**src/rtl/swreg_pkg.sv**
```systemverilog
`timescale 1ns/1ps
package swreg_pkg;

    // Frame geometry of the serial link (fixed by the device protocol)
    localparam int RD_CMD_BITS  = 46;
    localparam int WR_CMD_BITS  = 27;
    localparam int CMD_W        = RD_CMD_BITS;
    localparam int RD_DATA_BITS = 32;
    localparam int HALF_BITS    = RD_DATA_BITS / 2;
    localparam int EXTRA_PULSES = 2;
    localparam int BITCNT_W     = $clog2(CMD_W);
    localparam int PULSE_W      = (EXTRA_PULSES > 1) ? $clog2(EXTRA_PULSES) : 1;

    // Read command field values
    localparam logic [31:0] RD_LEADIN = 32'hFFFF_FFFF;
    localparam logic [3:0]  RD_OPCODE = 4'b0110;
    localparam logic [1:0]  RD_DEVID  = 2'b00;
    // Write command field values
    localparam logic [2:0]  WR_OPCODE = 3'b101;

    typedef enum logic [3:0] {
        S_IDLE,
        S_ENABLE,
        S_SELECT,
        S_TX_LOW,
        S_TX_SETUP,
        S_TX_HIGH,
        S_TX_END,
        S_TURN_REL,
        S_PULSE_HI,
        S_PULSE_LO,
        S_RX_SELECT,
        S_RX_LOW,
        S_RX_HIGH,
        S_RX_END,
        S_RELEASE,
        S_DONE
    } sio_state_e;

    typedef enum logic [1:0] {
        LEN_EDGE,
        LEN_SETUP,
        LEN_ONE
    } phase_len_e;

endpackage

```
**src/rtl/swreg_phase_timer.sv**
```systemverilog
`timescale 1ns/1ps
module swreg_phase_timer
    import swreg_pkg::*;
#(
    parameter int CLKS_PER_US = 100,
    parameter int EDGE_US     = 3,
    parameter int SETUP_US    = 1
) (
    input  logic       clk,
    input  logic       rst_n,
    input  logic       load,
    input  phase_len_e len_kind,
    output logic       expired
);

    localparam int EDGE_CLKS  = EDGE_US * CLKS_PER_US;
    localparam int SETUP_CLKS = SETUP_US * CLKS_PER_US;
    localparam int MAX_CLKS   = (EDGE_CLKS > SETUP_CLKS) ? EDGE_CLKS : SETUP_CLKS;
    localparam int CW         = $clog2(MAX_CLKS + 1);

    logic [CW-1:0] cnt_q;
    logic [CW-1:0] reload;

    always_comb begin
        unique case (len_kind)
            LEN_EDGE:  reload = CW'(EDGE_CLKS - 1);
            LEN_SETUP: reload = CW'(SETUP_CLKS - 1);
            default:   reload = '0;
        endcase
    end

    always_ff @(posedge clk or negedge rst_n) begin
        if (!rst_n) begin
            cnt_q <= '0;
        end else if (load) begin
            cnt_q <= reload;
        end else if (cnt_q != '0) begin
            cnt_q <= cnt_q - 1'b1;
        end
    end

    assign expired = (cnt_q == '0);

    // a phase never lasts longer than the longest configured level
    a_r4_timer_bounded: assert property (@(posedge clk) disable iff (!rst_n)
        cnt_q <= CW'(MAX_CLKS - 1));

endmodule

```
**src/rtl/swreg_cmd_shifter.sv**
```systemverilog
`timescale 1ns/1ps
module swreg_cmd_shifter
    import swreg_pkg::*;
(
    input  logic        clk,
    input  logic        rst_n,
    input  logic        load,
    input  logic        is_write,
    input  logic        table_sel,
    input  logic [7:0]  addr,
    input  logic [15:0] wdata,
    input  logic        shift,
    output logic        msb
);

    localparam int WR_PAD = CMD_W - WR_CMD_BITS;

    logic [CMD_W-1:0] frame_q;
    logic [CMD_W-1:0] rd_frame;
    logic [CMD_W-1:0] wr_frame;

    // Read: lead-in, start/opcode, table, device id, 7-bit address
    assign rd_frame = {RD_LEADIN, RD_OPCODE, table_sel, RD_DEVID, addr[6:0]};
    // Write: start+opcode, 8-bit address, 16-bit data, left aligned
    assign wr_frame = {WR_OPCODE, addr, wdata, {WR_PAD{1'b0}}};

    always_ff @(posedge clk or negedge rst_n) begin
        if (!rst_n) begin
            frame_q <= '0;
        end else if (load) begin
            frame_q <= is_write ? wr_frame : rd_frame;
        end else if (shift) begin
            frame_q <= {frame_q[CMD_W-2:0], 1'b0};
        end
    end

    assign msb = frame_q[CMD_W-1];

endmodule

```
**src/rtl/swreg_rx_capture.sv**
```systemverilog
`timescale 1ns/1ps
module swreg_rx_capture
    import swreg_pkg::*;
(
    input  logic                    clk,
    input  logic                    rst_n,
    input  logic                    clear,
    input  logic                    sample,
    input  logic                    din,
    input  logic                    table_sel,
    input  logic                    addr_lsb,
    output logic [RD_DATA_BITS-1:0] result
);

    logic [RD_DATA_BITS-1:0] cap_q;

    always_ff @(posedge clk or negedge rst_n) begin
        if (!rst_n) begin
            cap_q <= '0;
        end else if (clear) begin
            cap_q <= '0;
        end else if (sample) begin
            cap_q <= {cap_q[RD_DATA_BITS-2:0], din};
        end
    end

    // Table 0 carries a register pair; parity of the address picks one half
    always_comb begin
        if (table_sel) begin
            result = cap_q;
        end else if (addr_lsb) begin
            result = {{HALF_BITS{1'b0}}, cap_q[RD_DATA_BITS-1:HALF_BITS]};
        end else begin
            result = {{HALF_BITS{1'b0}}, cap_q[HALF_BITS-1:0]};
        end
    end

endmodule

```
**src/rtl/swreg_serial_master.sv**
```systemverilog
`timescale 1ns/1ps
module swreg_serial_master
    import swreg_pkg::*;
#(
    parameter int CLKS_PER_US = 100
) (
    input  logic        clk,
    input  logic        rst_n,
    input  logic        req_start,
    input  logic        req_write,
    input  logic        req_table,
    input  logic [7:0]  req_addr,
    input  logic [15:0] req_wdata,
    output logic        busy,
    output logic        done,
    output logic [31:0] rd_data,
    output logic        sio_cs,
    output logic        sio_cs_oe,
    output logic        sio_clk,
    output logic        sio_clk_oe,
    output logic        sio_dout,
    output logic        sio_dout_oe,
    input  logic        sio_din
);

    sio_state_e state_q, state_d;

    logic                    accept;
    logic                    tmr_zero;
    logic                    tmr_load;
    phase_len_e              tmr_kind;
    logic                    wr_q;
    logic                    tbl_q;
    logic [7:0]              addr_q;
    logic [BITCNT_W-1:0]     bit_left_q;
    logic [PULSE_W-1:0]      pulse_left_q;
    logic                    trail_q;
    logic                    dat_q;
    logic                    sel_q;
    logic [RD_DATA_BITS-1:0] rd_q;
    logic                    frame_msb;
    logic [RD_DATA_BITS-1:0] rx_result;
    logic                    bit_last;
    logic                    pulse_last;
    logic                    leave;

    assign accept     = (state_q == S_IDLE) && req_start;
    assign bit_last   = (bit_left_q == '0);
    assign pulse_last = (pulse_left_q == '0);
    assign leave      = tmr_zero;

    // ---------------- next-state logic ----------------
    always_comb begin
        state_d = state_q;
        unique case (state_q)
            S_IDLE:      if (req_start) state_d = S_ENABLE;
            S_ENABLE:    if (leave) state_d = S_SELECT;
            S_SELECT:    if (leave) state_d = S_TX_LOW;
            S_TX_LOW:    if (leave) state_d = S_TX_SETUP;
            S_TX_SETUP:  if (leave) state_d = S_TX_HIGH;
            S_TX_HIGH:   if (leave) state_d = bit_last ? S_TX_END : S_TX_LOW;
            S_TX_END:    if (leave) state_d = wr_q ? S_PULSE_HI : S_TURN_REL;
            S_TURN_REL:  if (leave) state_d = S_PULSE_HI;
            S_PULSE_HI:  if (leave) state_d = S_PULSE_LO;
            S_PULSE_LO:  if (leave) begin
                             if (!pulse_last)  state_d = S_PULSE_HI;
                             else if (trail_q) state_d = S_RELEASE;
                             else              state_d = S_RX_SELECT;
                         end
            S_RX_SELECT: if (leave) state_d = S_RX_LOW;
            S_RX_LOW:    if (leave) state_d = S_RX_HIGH;
            S_RX_HIGH:   if (leave) state_d = bit_last ? S_RX_END : S_RX_LOW;
            S_RX_END:    if (leave) state_d = S_PULSE_HI;
            S_RELEASE:   if (leave) state_d = S_DONE;
            S_DONE:      state_d = S_IDLE;
            default:     state_d = S_IDLE;
        endcase
    end

    // ---------------- state register ----------------
    always_ff @(posedge clk or negedge rst_n) begin
        if (!rst_n) begin
            state_q <= S_IDLE;
        end else begin
            state_q <= state_d;
        end
    end

    // ---------------- phase timer ----------------
    assign tmr_load = (state_d != state_q);

    always_comb begin
        if (state_d == S_TX_SETUP) begin
            tmr_kind = LEN_SETUP;
        end else if (state_d == S_DONE || state_d == S_IDLE) begin
            tmr_kind = LEN_ONE;
        end else begin
            tmr_kind = LEN_EDGE;
        end
    end

    swreg_phase_timer #(
        .CLKS_PER_US (CLKS_PER_US),
        .EDGE_US     (3),
        .SETUP_US    (1)
    ) u_timer (
        .clk      (clk),
        .rst_n    (rst_n),
        .load     (tmr_load),
        .len_kind (tmr_kind),
        .expired  (tmr_zero)
    );

    // ---------------- command frame ----------------
    swreg_cmd_shifter u_cmd (
        .clk       (clk),
        .rst_n     (rst_n),
        .load      (accept),
        .is_write  (req_write),
        .table_sel (req_table),
        .addr      (req_addr),
        .wdata     (req_wdata),
        .shift     ((state_q == S_TX_HIGH) && leave),
        .msb       (frame_msb)
    );

    // ---------------- read capture ----------------
    swreg_rx_capture u_rx (
        .clk       (clk),
        .rst_n     (rst_n),
        .clear     (accept),
        .sample    ((state_q == S_RX_LOW) && leave),
        .din       (sio_din),
        .table_sel (tbl_q),
        .addr_lsb  (addr_q[0]),
        .result    (rx_result)
    );

    // ---------------- sequencing datapath ----------------
    always_ff @(posedge clk or negedge rst_n) begin
        if (!rst_n) begin
            wr_q         <= 1'b0;
            tbl_q        <= 1'b0;
            addr_q       <= '0;
            bit_left_q   <= '0;
            pulse_left_q <= '0;
            trail_q      <= 1'b0;
            dat_q        <= 1'b0;
            sel_q        <= 1'b0;
            rd_q         <= '0;
        end else if (accept) begin
            wr_q         <= req_write;
            tbl_q        <= req_table;
            addr_q       <= req_addr;
            bit_left_q   <= req_write ? BITCNT_W'(WR_CMD_BITS - 1) : BITCNT_W'(RD_CMD_BITS - 1);
            pulse_left_q <= PULSE_W'(EXTRA_PULSES - 1);
            trail_q      <= 1'b0;
            dat_q        <= 1'b0;
            sel_q        <= 1'b0;
            rd_q         <= '0;
        end else if (leave) begin
            unique case (state_q)
                S_ENABLE:   sel_q <= wr_q;
                S_TX_LOW:   dat_q <= frame_msb;
                S_TX_HIGH:  if (!bit_last) bit_left_q <= bit_left_q - 1'b1;
                S_TX_END: begin
                    sel_q        <= 1'b0;
                    pulse_left_q <= PULSE_W'(EXTRA_PULSES - 1);
                    trail_q      <= wr_q;
                end
                S_TURN_REL: pulse_left_q <= PULSE_W'(EXTRA_PULSES - 1);
                S_PULSE_LO: begin
                    if (!pulse_last) begin
                        pulse_left_q <= pulse_left_q - 1'b1;
                    end else if (!trail_q) begin
                        bit_left_q <= BITCNT_W'(RD_DATA_BITS - 1);
                    end
                end
                S_RX_HIGH:  if (!bit_last) bit_left_q <= bit_left_q - 1'b1;
                S_RX_END: begin
                    rd_q         <= rx_result;
                    pulse_left_q <= PULSE_W'(EXTRA_PULSES - 1);
                    trail_q      <= 1'b1;
                end
                default: ;
            endcase
        end
    end

    // ---------------- output decode ----------------
    always_comb begin
        busy        = (state_q != S_IDLE);
        done        = (state_q == S_DONE);
        sio_clk     = 1'b0;
        sio_clk_oe  = 1'b0;
        sio_cs_oe   = 1'b0;
        sio_dout_oe = 1'b0;
        unique case (state_q)
            S_IDLE, S_RELEASE, S_DONE: ;
            S_ENABLE, S_SELECT, S_TX_LOW, S_TX_SETUP, S_TX_END: begin
                sio_clk_oe  = 1'b1;
                sio_cs_oe   = 1'b1;
                sio_dout_oe = 1'b1;
            end
            S_TX_HIGH: begin
                sio_clk     = 1'b1;
                sio_clk_oe  = 1'b1;
                sio_cs_oe   = 1'b1;
                sio_dout_oe = 1'b1;
            end
            S_PULSE_HI, S_RX_HIGH: begin
                sio_clk     = 1'b1;
                sio_clk_oe  = 1'b1;
                sio_cs_oe   = 1'b1;
                sio_dout_oe = wr_q;
            end
            default: begin
                sio_clk_oe  = 1'b1;
                sio_cs_oe   = 1'b1;
                sio_dout_oe = wr_q;
            end
        endcase
    end

    assign sio_cs   = sel_q;
    assign sio_dout = dat_q;
    assign rd_data  = rd_q;

    // ---------------- assertions ----------------
    a_r1_idle_released: assert property (@(posedge clk) disable iff (!rst_n)
        !busy |-> (!sio_clk_oe && !sio_cs_oe && !sio_dout_oe && !sio_clk));

    a_r2_enable_all_low: assert property (@(posedge clk) disable iff (!rst_n)
        $rose(busy) |-> (sio_cs_oe && sio_clk_oe && sio_dout_oe && !sio_cs && !sio_clk && !sio_dout));

    a_r3_request_held: assert property (@(posedge clk) disable iff (!rst_n)
        (busy && $past(busy)) |-> ($stable(wr_q) && $stable(tbl_q) && $stable(addr_q)));

    a_r4_dout_steady_high: assert property (@(posedge clk) disable iff (!rst_n)
        (sio_clk && $past(sio_clk)) |-> $stable(sio_dout));

    a_r6_released_in_capture: assert property (@(posedge clk) disable iff (!rst_n)
        (state_q inside {S_TURN_REL, S_RX_SELECT, S_RX_LOW, S_RX_HIGH, S_RX_END}) |-> !sio_dout_oe);

    a_r8_select_only_write: assert property (@(posedge clk) disable iff (!rst_n)
        sio_cs |-> wr_q);

    a_r9_done_single: assert property (@(posedge clk) disable iff (!rst_n)
        done |=> (!done && !busy));

endmodule

```
**config.mk**
```make
export PLATFORM = sky130hd
export DESIGN_NAME = swreg_serial_master
export DESIGN_NICKNAME = d
export VERILOG_FILES = /design/src/rtl/swreg_pkg.sv /design/src/rtl/swreg_phase_timer.sv /design/src/rtl/swreg_cmd_shifter.sv /design/src/rtl/swreg_rx_capture.sv /design/src/rtl/swreg_serial_master.sv
export SDC_FILE = /design/constraint.sdc
export NUM_CORES = 1
export LEC_CHECK = 0
export ABC_AREA = 1
export BUFFER_PORTS_ARGS = -buffer_cell sky130_fd_sc_hd__buf_2
export CAP_MARGIN = 0
export CORE_ASPECT_RATIO = 0.9
export CORE_MARGIN = 5
export CORE_UTILIZATION = 37
export CTS_CLUSTER_DIAMETER = 200
export CTS_CLUSTER_SIZE = 12
export DETAILED_ROUTE_END_ITERATION = 8
export PLACE_DENSITY = 0.65
export RECOVER_POWER = 25
export SKIP_CTS_REPAIR_TIMING = 1
export SLEW_MARGIN = 5
export SYNTH_ARGS = -nofsm -noshare
export SYNTH_HDL_FRONTEND = slang
export SYNTH_HIERARCHICAL = 1
export SYNTH_SLANG_ARGS = --single-unit
```
**constraint.sdc**
```tcl
create_clock -name clk -period 2.8 [get_ports clk]
set_input_delay 0.28 -clock clk [delete_from_list [all_inputs] [get_ports clk]]
set_output_delay 0.28 -clock clk [all_outputs]
set_load 0.005 [all_outputs]
```
==> metrics.txt <==
crit path time final=2.53 ns; critical path type=flop to flop; Antenna Nets Post-Route=0; CORE AREA=19,100 um2; initial antenna violation count=0; Fill cells=1,972; ys async rst share=100%; hold path startpoint=sio_din; Yosys Warn Count=6; Post-DP Area=7630 um2; crit path cell chain=inv_1 > ha_4 > nand3_2 > nor2_4 > nand2_2 > inv_2 > buf_6 > nand4_1 > nand2_1 > nand4_1 > nand2_1 > nand2_1 > nand2_1 > nand3_2 > inv_2 > nor2_1 > inv_2 > o21ai_0 > nand2_1 > o21ai_1; Worst Max-Slew Pin Slew=1.57 ns; largest area contributor in the netlist=dfrtp_1; Max VDD drop=0.000387 V; hold crit path type=input pin to flop; CTS Buf Count=17; largest net degree at the start of global routing=61; Synth Area in Adders=0.349%; worst path bufs/invs=5; final period utilization=90.2%; Synth Area in Compound Gates=5.26%; CTS Sinks=136; Synth Area in Simple Gates=37.5%; Crit. Startpoint=u_timer/cnt_q[0]; setup violation total in the final timing report=0; GR Overflow Total=0; Worst R2R End=u_timer/cnt_q[1]; Hold Path Depth=3; Max stage delay on crit path=0.37 ns; Mapped Nets=991; switching part of the total power=22.5%; number of DRC markers in iteration 0=504; root buffer cell=clkbuf_16; Post-Synthesis Cells=959; post-DR wirelength/cell=13.8 um; Top Family by Delay on Critical Path=simple AND/OR/NAND/NOR gates; xor/xnor share of the synthesized area=0.122%; Max Clock Freq=0.396 GHz; Switch Pwr=0.965 mW; R2R cell count=20; clk buf depth=2; P_int=3.33 mW; Max Slew Vio Count=61; #FFs+latches synth=136; synth unique cells=36; Layout Nets=1,052; Slowest cell on crit path=dfrtp_1; Placed Cells=1,247; via count=6,180; Post-synth EDFFs=0; failing checks=max-capacitance violations, max-slew violations; Leakage=4.78 nW; Yosys top cell area share=47.5%; Syn Std Cell Area=7160 um2; status=finished with violations; R2R Setup Slk=0.27 ns; Syn Area/Cell=7.47 um2; share of cells above drive strength 1=17.9%; startpoint type of the worst setup path=flop; worst r2r src=u_timer/cnt_q[0]; Die W=157 um; main combinational cell family by area after synthesis=simple AND/OR/NAND/NOR gates; Critical Path RT=3.11 ns; max cap viols=1; most used cell, CP=nand2_1; Clock H-tree levels=4; gr usage total=16.2%; Clock power frac=52.3%; IO Count=70; crit path DAT=2.84 ns; clock slew at reported path FFs=0.06 ns; die height=142 um; number of global-route vias before repair=5,826; Vias per Instance=4.82; clock skew=0.0112 ns; pwr dens=519 nW/um2; global-route wire length before repair=29.6 mm; # DRC=0; worst-path fanout max=11; Starting Density=37.5%; Clock Latency Late Sink=0.43 ns; Rel. slew slack=-4.50%; register area share after synthesis=47.5%; FP Rows=48; Routability Congestion=0.925; Hold Fails Final Rpt=0; number of cells on the critical path=20; worst setup path end=u_timer/cnt_q[1]; CTS tree=yes; ant diodes=0; Layout area overhead=15.3%; mux contribution to synthesized area=0%; post-DP HPWL=11.9 mm; Fin Setup TNS=0 ns; router iterations before antenna repair=6; Final Non-Filler Cells=1,283; Routed WL=17.7 mm; ys flop type=dfrtp_1; Gate power share=1.9%; full die area=22,200 um2; sequential power share=45.8%; Setup crit end kind=flop; port buffer count=69; top cells by area, synth=dfrtp_1, nand2_1, nand3_1; final instance area=8260 um2
==> kinds of logic (layout without fill, tap and decap cells) <==
| logic type | Yosys count | in the layout |
|---|---|---|
| simple gates | 630 | 630 |
| flops | 136 | 136 |
| buf+inv | 132 | 206 |
| compound gates | 58 | 58 |
| fa+ha+maj | 2 | 2 |
| xor+xnor | 1 | 1 |
==> worst register-to-register path, cell delays in order (launching register included) <==
cell	delay, ns
dfrtp_1	0.37
inv_1	0.12
ha_4	0.17
nand3_2	0.12
nor2_4	0.11
nand2_2	0.10
inv_2	0.09
buf_6	0.14
nand4_1	0.15
nand2_1	0.09
nand4_1	0.11
nand2_1	0.10
nand2_1	0.07
nand2_1	0.09
nand3_2	0.12
inv_2	0.13
nor2_1	0.07
inv_2	0.08
o21ai_0	0.09
nand2_1	0.07
o21ai_1	0.06
==> sequential cells by signal, indices dropped and copies added, names as in the netlist <==
register	count
u_cmd/frame_q	46
rd_data	32
u_rx/cap_q	32
u_timer/cnt_q	9
bit_left_q	6
state_q	4
addr_q	1
pulse_left_q	1
sio_cs	1
sio_dout	1
tbl_q	1
trail_q	1
wr_q	1
==> routing by layer <==
metal	GRT usage [%]	wire (um)	vias up	share of wire, %
li1	-	-	3116	-
met3	3.92	992	13	5.6
met1	24.3	8850	2882	50
met5	0	0	-	0
met4	3.93	161	0	0.91
met2	23.8	7680	169	43
==> Yosys cell counts, types with 7 or more instances <==
cell / number
nand2_1: 451
dfrtp_1: 136
nand3_1: 95
inv_1: 68
nor2_1: 35
buf_2: 22
o21ai_0: 15
inv_2: 13
a21oi_1: 12
buf_6: 12
nand2_2: 12
buf_4: 11
a32o_1: 9
nand3_2: 8
nor2_2: 8
o21ai_1: 7
==> through the flow <==
| step | hold WS (ns) | util [%] | worst slack [ns] | total power [mW] |
|---|---|---|---|---|
| after floorplan | -0.0156 | - | 0.184 | 2.02 |
| after global placement | 0.306 | 40.0 | 0.0608 | 2.09 |
| after detailed placement | 0.309 | 40.0 | -0.0696 | 2.09 |
| after CTS | -0.139 | 43.0 | -0.0743 | 4.34 |
| after global routing | 0.0661 | 43.3 | -0.00682 | 4.44 |
| final | 0.0817 | 43.3 | 0.273 | 4.29 |
==> how the worst min path moves through the flow <==
stage	slack (ns)	end
CTS	-0.14	u_rx/cap_q[7]
detailed placement	0.31	u_cmd/frame_q[5]
floorplan	-0.02	addr_q[0]
global route	0.07	u_rx/cap_q[0]
finish	0.08	u_rx/cap_q[0]
global placement	0.31	u_cmd/frame_q[5]
==> cell usage in the layout (no fill, tap or decap), types with 2 or more instances in the layout <==
cell / instances
clkinvlp_4: 4
o21ai_2: 2
a32o_1: 9
inv_2: 15
a31oi_1: 2
nand2_2: 12
o21ai_0: 15
inv_4: 2
dfrtp_1: 136
buf_4: 18
o31ai_1: 2
nor2_2: 8
o211ai_1: 5
a21oi_1: 11
bufinv_16: 2
nand2_1: 451
inv_1: 66
clkbuf_16: 17
or2_2: 2
clkinv_4: 3
nor3_1: 2
nand3_1: 94
inv_6: 3
o21ai_1: 7
buf_2: 68
o22ai_1: 2
clkinv_2: 3
nand2_4: 4
nor2_1: 35
nor2_4: 5
nand3_2: 9
nand4_1: 5
==> power by group through the flow <==
stage / logic [mW] / registers [mW] / clock network (mW)
floorplan: 0.0161 / 2.00 / 0
global placement: 0.0887 / 2.00 / 0
detailed placement: 0.0885 / 2.00 / 0
CTS: 0.0891 / 1.97 / 2.28
global route: 0.0978 / 1.96 / 2.37
finish: 0.0826 / 1.97 / 2.24
==> area by class of cell <==
type | instances | area (um2) | area share, %
Clock buffer | 18 | 439 | 5.32
Clock inverter | 14 | 149 | 1.80
Inverter | 84 | 325 | 3.94
Timing Repair Buffer | 90 | 509 | 6.16
Sequential cell | 136 | 3400 | 41.2
Multi-Input combinational cell | 691 | 3120 | 37.8
Tap cell | 250 | 313 | 3.79
Power figures use the tool's default switching activity.
